### config.mk
export PLATFORM = sky130hd
export DESIGN_NAME = mdio_frame_master
export DESIGN_NICKNAME = d
export VERILOG_FILES = /design/src/rtl/mdio_seq_pkg.sv /design/src/rtl/mdio_half_timer.sv /design/src/rtl/mdio_bit_table.sv /design/src/rtl/mdio_frame_master.sv
export SDC_FILE = /design/constraint.sdc
export NUM_CORES = 1
export LEC_CHECK = 0
export BUFFER_PORTS_ARGS = -buffer_cell sky130_fd_sc_hd__buf_4
export CAP_MARGIN = 20
export CORE_AREA = 2 2 78 80
export DETAILED_ROUTE_END_ITERATION = 8
export DIE_AREA = 0 0 80 82
export GPL_TIMING_DRIVEN = 0
export PLACE_DENSITY = 0.71
export SLEW_MARGIN = 30
export SYNTH_ARGS = -nofsm -noshare
export SYNTH_HDL_FRONTEND = slang
export SYNTH_SLANG_ARGS = --single-unit
### constraint.sdc
create_clock -name clk -period 6.1 [get_ports clk]
set_input_delay 0.61 -clock clk [delete_from_list [all_inputs] [get_ports clk]]
set_output_delay 0.61 -clock clk [all_outputs]
set_load 0.05 [all_outputs]
### src/rtl/mdio_seq_pkg.sv
package mdio_seq_pkg;
    typedef enum logic [1:0] {
        ST_IDLE,
        ST_CLK_LO,
        ST_CLK_HI,
        ST_FINISH
    } mdio_state_e;
endpackage

### src/rtl/mdio_half_timer.sv
module mdio_half_timer #(
    parameter int HALF_CYC = 4
) (
    input  logic clk,
    input  logic rst_n,
    input  logic run,
    output logic half_end
);
    localparam int CW = (HALF_CYC > 1) ? $clog2(HALF_CYC) : 1;
    localparam logic [CW-1:0] LAST_CNT = CW'(HALF_CYC - 1);

    logic [CW-1:0] cnt;

    always_ff @(posedge clk or negedge rst_n) begin
        if (!rst_n)
            cnt <= '0;
        else if (!run || half_end)
            cnt <= '0;
        else
            cnt <= cnt + 1'b1;
    end

    assign half_end = run && (cnt == LAST_CNT);

    AST_DIV_RANGE: assert property (@(posedge clk) disable iff (!rst_n) cnt <= LAST_CNT);
endmodule

### src/rtl/mdio_bit_table.sv
module mdio_bit_table #(
    parameter int PRE_LEN = 32,
    parameter int AW      = 5,
    parameter int DW      = 16,
    parameter int IW      = 7
) (
    input  logic [IW-1:0] bit_idx,
    input  logic          is_rd,
    input  logic [AW-1:0] phy,
    input  logic [AW-1:0] regn,
    input  logic [DW-1:0] wdata,
    output logic          drive_en,
    output logic          drive_val,
    output logic          capture,
    output logic          last_bit
);
    localparam int OP_POS  = PRE_LEN + 2;
    localparam int AD_POS  = OP_POS + 2;
    localparam int RG_POS  = AD_POS + AW;
    localparam int TA_POS  = RG_POS + AW;
    localparam int RDD_POS = TA_POS + 1;
    localparam int WRD_POS = TA_POS + 2;
    localparam int RD_LAST = RDD_POS + DW;
    localparam int WR_LAST = WRD_POS + DW;

    int k;

    always_comb begin
        k         = int'(bit_idx);
        drive_en  = 1'b0;
        drive_val = 1'b0;
        capture   = 1'b0;
        if (k < PRE_LEN) begin
            drive_en  = 1'b1;
            drive_val = 1'b1;
        end else if (k < OP_POS) begin
            drive_en  = 1'b1;
            drive_val = (k == PRE_LEN + 1);
        end else if (k < AD_POS) begin
            drive_en  = 1'b1;
            drive_val = is_rd ? (k == OP_POS) : (k == OP_POS + 1);
        end else if (k < RG_POS) begin
            drive_en  = 1'b1;
            drive_val = phy[AW-1-(k-AD_POS)];
        end else if (k < TA_POS) begin
            drive_en  = 1'b1;
            drive_val = regn[AW-1-(k-RG_POS)];
        end else if (is_rd) begin
            capture = (k >= RDD_POS) && (k < RD_LAST);
        end else if ((k >= WRD_POS) && (k < WR_LAST)) begin
            drive_en  = 1'b1;
            drive_val = wdata[DW-1-(k-WRD_POS)];
        end
        last_bit = is_rd ? (k == RD_LAST) : (k == WR_LAST);
    end
endmodule

### src/rtl/mdio_frame_master.sv
module mdio_frame_master
    import mdio_seq_pkg::*;
#(
    parameter int HALF_CYC = 4,
    parameter int PRE_LEN  = 32,
    parameter int AW       = 5,
    parameter int DW       = 16
) (
    input  logic          clk,
    input  logic          rst_n,
    input  logic          start,
    input  logic          rd_nwr,
    input  logic [AW-1:0] phy_addr,
    input  logic [AW-1:0] reg_addr,
    input  logic [DW-1:0] wr_data,
    output logic [DW-1:0] rd_data,
    output logic          done,
    output logic          mdc,
    input  logic          mdio_in,
    output logic          mdio_out,
    output logic          mdio_oe
);
    localparam int WR_BITS = PRE_LEN + 4 + 2*AW + 2 + DW + 1;
    localparam int IW      = $clog2(WR_BITS + 1);

    mdio_state_e   state, nxt;
    logic [IW-1:0] bit_idx;
    logic          op_rd;
    logic [AW-1:0] phy_q, reg_q;
    logic [DW-1:0] wd_q, rd_q;
    logic          half_end, in_frame;
    logic          drive_en, drive_val, capture, last_bit;

    assign in_frame = (state == ST_CLK_LO) || (state == ST_CLK_HI);

    mdio_half_timer #(.HALF_CYC(HALF_CYC)) u_timer (
        .clk      (clk),
        .rst_n    (rst_n),
        .run      (in_frame),
        .half_end (half_end)
    );

    mdio_bit_table #(.PRE_LEN(PRE_LEN), .AW(AW), .DW(DW), .IW(IW)) u_table (
        .bit_idx   (bit_idx),
        .is_rd     (op_rd),
        .phy       (phy_q),
        .regn      (reg_q),
        .wdata     (wd_q),
        .drive_en  (drive_en),
        .drive_val (drive_val),
        .capture   (capture),
        .last_bit  (last_bit)
    );

    always_comb begin
        nxt = state;
        unique case (state)
            ST_IDLE:   if (start)    nxt = ST_CLK_LO;
            ST_CLK_LO: if (half_end) nxt = ST_CLK_HI;
            ST_CLK_HI: if (half_end) nxt = last_bit ? ST_FINISH : ST_CLK_LO;
            ST_FINISH:               nxt = ST_IDLE;
            default:                 nxt = ST_IDLE;
        endcase
    end

    always_ff @(posedge clk or negedge rst_n) begin
        if (!rst_n) begin
            state   <= ST_IDLE;
            bit_idx <= '0;
            op_rd   <= 1'b0;
            phy_q   <= '0;
            reg_q   <= '0;
            wd_q    <= '0;
            rd_q    <= '0;
        end else begin
            state <= nxt;
            if (state == ST_IDLE && start) begin
                bit_idx <= '0;
                op_rd   <= rd_nwr;
                phy_q   <= phy_addr;
                reg_q   <= reg_addr;
                wd_q    <= wr_data;
            end
            if (state == ST_CLK_LO && half_end && capture)
                rd_q <= {rd_q[DW-2:0], mdio_in};
            if (state == ST_CLK_HI && half_end && !last_bit)
                bit_idx <= bit_idx + 1'b1;
        end
    end

    always_comb begin
        mdc      = (state == ST_CLK_HI);
        mdio_oe  = in_frame && drive_en;
        mdio_out = in_frame && drive_en && drive_val;
        done     = (state == ST_FINISH);
        rd_data  = rd_q;
    end

    AST_IDLE_QUIET: assert property (@(posedge clk) disable iff (!rst_n) (state == ST_IDLE) |-> (!mdc && !mdio_oe && !mdio_out && !done));
    AST_CAPTURE_RELEASED: assert property (@(posedge clk) disable iff (!rst_n) (capture && in_frame) |-> !mdio_oe);
    AST_LAST_RELEASED: assert property (@(posedge clk) disable iff (!rst_n) (last_bit && mdc) |-> !mdio_oe);
    AST_HIGH_STABLE: assert property (@(posedge clk) disable iff (!rst_n) (mdc && $past(mdc)) |-> ($stable(mdio_out) && $stable(mdio_oe)));
    AST_DONE_SINGLE: assert property (@(posedge clk) disable iff (!rst_n) done |=> !done);
    AST_BUSY_IGNORE: assert property (@(posedge clk) disable iff (!rst_n) (in_frame && start) |=> ($stable(phy_q) && $stable(op_rd) && $stable(wd_q)));
endmodule

==> impl_metrics.yaml <==
run_status:
  status: "completed"
clock_network:
  insertion_delay_ps: 310
  post-cts-setup-buffers: 0
  cts_hold_buf: 0
  cts_tree: "built"
  cts_repair_resize_count: 0
  cts_made_buffers: 5
  cts.clk_slew.worst_paths_ps: 100
  clock-sinks: 54
  h-tree-depth: 2
  cts_root_buf: "clkbuf_8"
  cts_buffer_depth: 2
route:
  vias: 1937
  wl_met2_um: 2730
  remaining_drc_errors: 0
  wl_met1_um: 2400
  wl_per_cell_um: 15.4
  via_per_inst: 5.47
  dr.pass1.iters: 4
  postRouteAntennaNets: 0
  wl_met3_um: 217
  finalWirelength_um: 5450
  top_layer_used: "met4"
  drtIter0Drc: 173
worst_setup_path:
  path_cells: "buf_2 -> inv_1 -> ha_1 -> mux2_2 -> and3_1 -> o21ai_0 -> and4b_2 -> nor4b_1 -> buf_4"
  ff2ff_setup_slack_ps: 3230
  crit_arrival_ps: 2940
  end_kind: "output pin"
  worstSetupPathType: "register to output pin"
  crit_slowest_cell: "dfrtp_1"
  r2r-end: "rd_data[7]$_DFFE_PN0P_"
  path_max_fanout: 10
  critPathMaxStageDelay_ps: 550
  reg2reg_depth: 9
  cp-start-kind: "register"
  worstReg2RegStart: "bit_idx[0]$_DFFE_PN0P_"
  worstPathRequired_ps: 5490
global_route:
  antenna_found_initial: 0
  grt_pass1_wl_um: 8900
  grt_pass1_vias: 1875
  grtUsageTotal_pct: 17.6
  grt-ovfl-total: 0
  grt_max_degree: 55
logic_synthesis:
  yosys-top-cells-area: "dfrtp_1 (49%), mux2_2 (19%), ha_1 (5.4%)"
  synthesis.area_sq_mm: 0.00276
  synthTopCellsByCount: "dfrtp_1 (54), mux2_2 (46), ha_1 (12)"
  synth_nets: 264
  syn_avg_cell_area_sq_um: 12.5
  synth_edf_count: 0
  synth_cell_types: 42
  syn_inst: 221
  synth_top_cell_area_share_pct: 49.0
  synth-seq-area-share_pct: 49.0
  synth-seq-cells: 54
  synth_flop_cell: "dfrtp_1"
  yosys_warnings: 0
  synthArstFlopShare_pct: 100
  synth_top_area_cell: "dfrtp_1"
  yosysMostFrequentCell: "dfrtp_1"
power:
  power_w: 0.00125
  intPower_w: 0.000818
  p_sw_w: 0.000428
  p_comb_share_pct: 37.6
  p_leak_nw: 1.59
  vdd_drop_max_mv: 0.221
  power_frac_clock_pct: 19.7
  powerDensity_mw_per_mm2: 373
  switching_share_pct: 34.3
  seqPwrFrac_pct: 42.7
placed_design:
  dpl_cell_area_sq_mm: 0.00322
  post-dp-hpwl_um: 3920
  io_buffers: 50
  gp_congestion: 0.773
  pre_cts_slack_ps: 2880
cells_and_area:
  final_cell_area_sq_mm: 0.00334
  areaGrowthSynthToFinish_pct: 21.1
  layout-drive-gt1-share_pct: 43.0
  fin_nets: 321
  insertedDiodeCount: 0
floorplanning:
  pin_count: 51
  fp.dieH_um: 82
  rows: 28
  fp.dieArea_sq_mm: 0.00656
  core_area_sq_mm: 0.00575
  initial_utilization_pct: 48.0
  die_x_um: 80
sta:
  period_share_pct: 58.2
  setup_viol: 0
  finalMaxSlewViolations: 0
  max_freq_mhz: 282
  hold_viol_final: 0
  layout_setup_ws_ps: 2550
  tns_ps: 0
  rsz0062_at_grt: "no"
  skew_ps: 6.00
  slew_headroom_pct: 54.7
  worst_slew_pin_slew_ps: 680
  fin_crit_ps: 3550
job:
  maxCapViolations: 0
min_path:
  hold_path.class: "input port to async pin"
[power groups by stage]
stage / registers (W) / logic [W] / clock network [W]
after detailed placement: 0.000541 / 0.000475 / 0
after global placement: 0.000533 / 0.000461 / 0
after CTS: 0.000533 / 0.000476 / 0.000254
after floorplan: 0.000515 / 0.000367 / 0
final: 0.000532 / 0.000468 / 0.000246
after global routing: 0.000545 / 0.000510 / 0.000269
[through the flow]
stage	hold WS (ps)	instances	util, %
final	333	354	58.1
after global routing	373	354	58.1
after CTS	345	354	58.1
after detailed placement	436	346	56.1
after global placement	426	346	56.1
after floorplan	314	221	-
[cells by family after synthesis]
kind of cell | share of synthesized area [%]
AOI/OAI and AO/OA | 7.31
xor gates and xnor gates | 0.954
adders and majority gates | 5.45
buffers and inverters | 3.91
DFF | 49.0
muxes | 23.8
and+or+nand+nor | 9.54
[layout by cell type (no fill, tap or decap), types with 2 or more instances in the layout]
cell type	n
clkbuf_8	5
mux2i_1	7
o21ai_0	8
and3_1	2
mux4_2	3
a21o_1	3
xnor2_1	2
or3_1	2
buf_2	5
nand4_1	2
clkbuf_1	3
inv_1	10
ha_1	12
a31oi_1	3
nor3b_1	3
a21oi_1	7
nor2_1	5
mux2_2	46
o2111ai_1	2
nand2_1	8
nand3_1	7
nor3_1	3
dfrtp_1	54
buf_4	53
nor4b_1	2
a2bb2oi_1	2
[critical path: cells and delay by family, from the launching register on]
kind | cells | cell delay (ps)
multiplexers | 1 | 260
AND/OR/NAND/NOR | 3 | 680
flip-flops | 1 | 550
buffers and inverters | 3 | 660
adder cells (fa/ha/maj) | 1 | 400
AO/OA/AOI/OAI | 1 | 80
[worst max-delay path by stage]
stage | startpoint | to
6_report | bit_idx[0]$_DFFE_PN0P_ | mdio_out
2_1_floorplan | bit_idx[0]$_DFFE_PN0P_ | mdio_out
3_5_place_dp | bit_idx[0]$_DFFE_PN0P_ | mdio_out
3_3_place_gp | bit_idx[0]$_DFFE_PN0P_ | mdio_out
4_1_cts | bit_idx[0]$_DFFE_PN0P_ | mdio_out
5_1_grt | bit_idx[0]$_DFFE_PN0P_ | mdio_out
[flip-flops by register name (all words and copies together), names as in the netlist]
signal       count
reg_q            5
wd_q            16
u_timer.cnt      2
bit_idx          7
state            2
phy_q            5
rd_data         16
op_rd            1
[metal layers]
metal / GRT usage, % / up-vias
li1: - / 919
met1: 23.7 / 963
met2: 27.9 / 45
met3: 3.74 / 10
met4: 7.12 / 0
met5: 0 / -
[area by class of cell]
type                    count  area, sq um
fillers                   512         2410
flip-flops and latches     54         1350
multi-input cells         145         1300
repair buffers             50          375
well taps                  75         93.8
plain buffers              12         70.1
clock buffers               5         68.8
clock inverters             3         43.8
inverters                  10         37.5
Note: power is estimated with default switching activity, not from simulation.
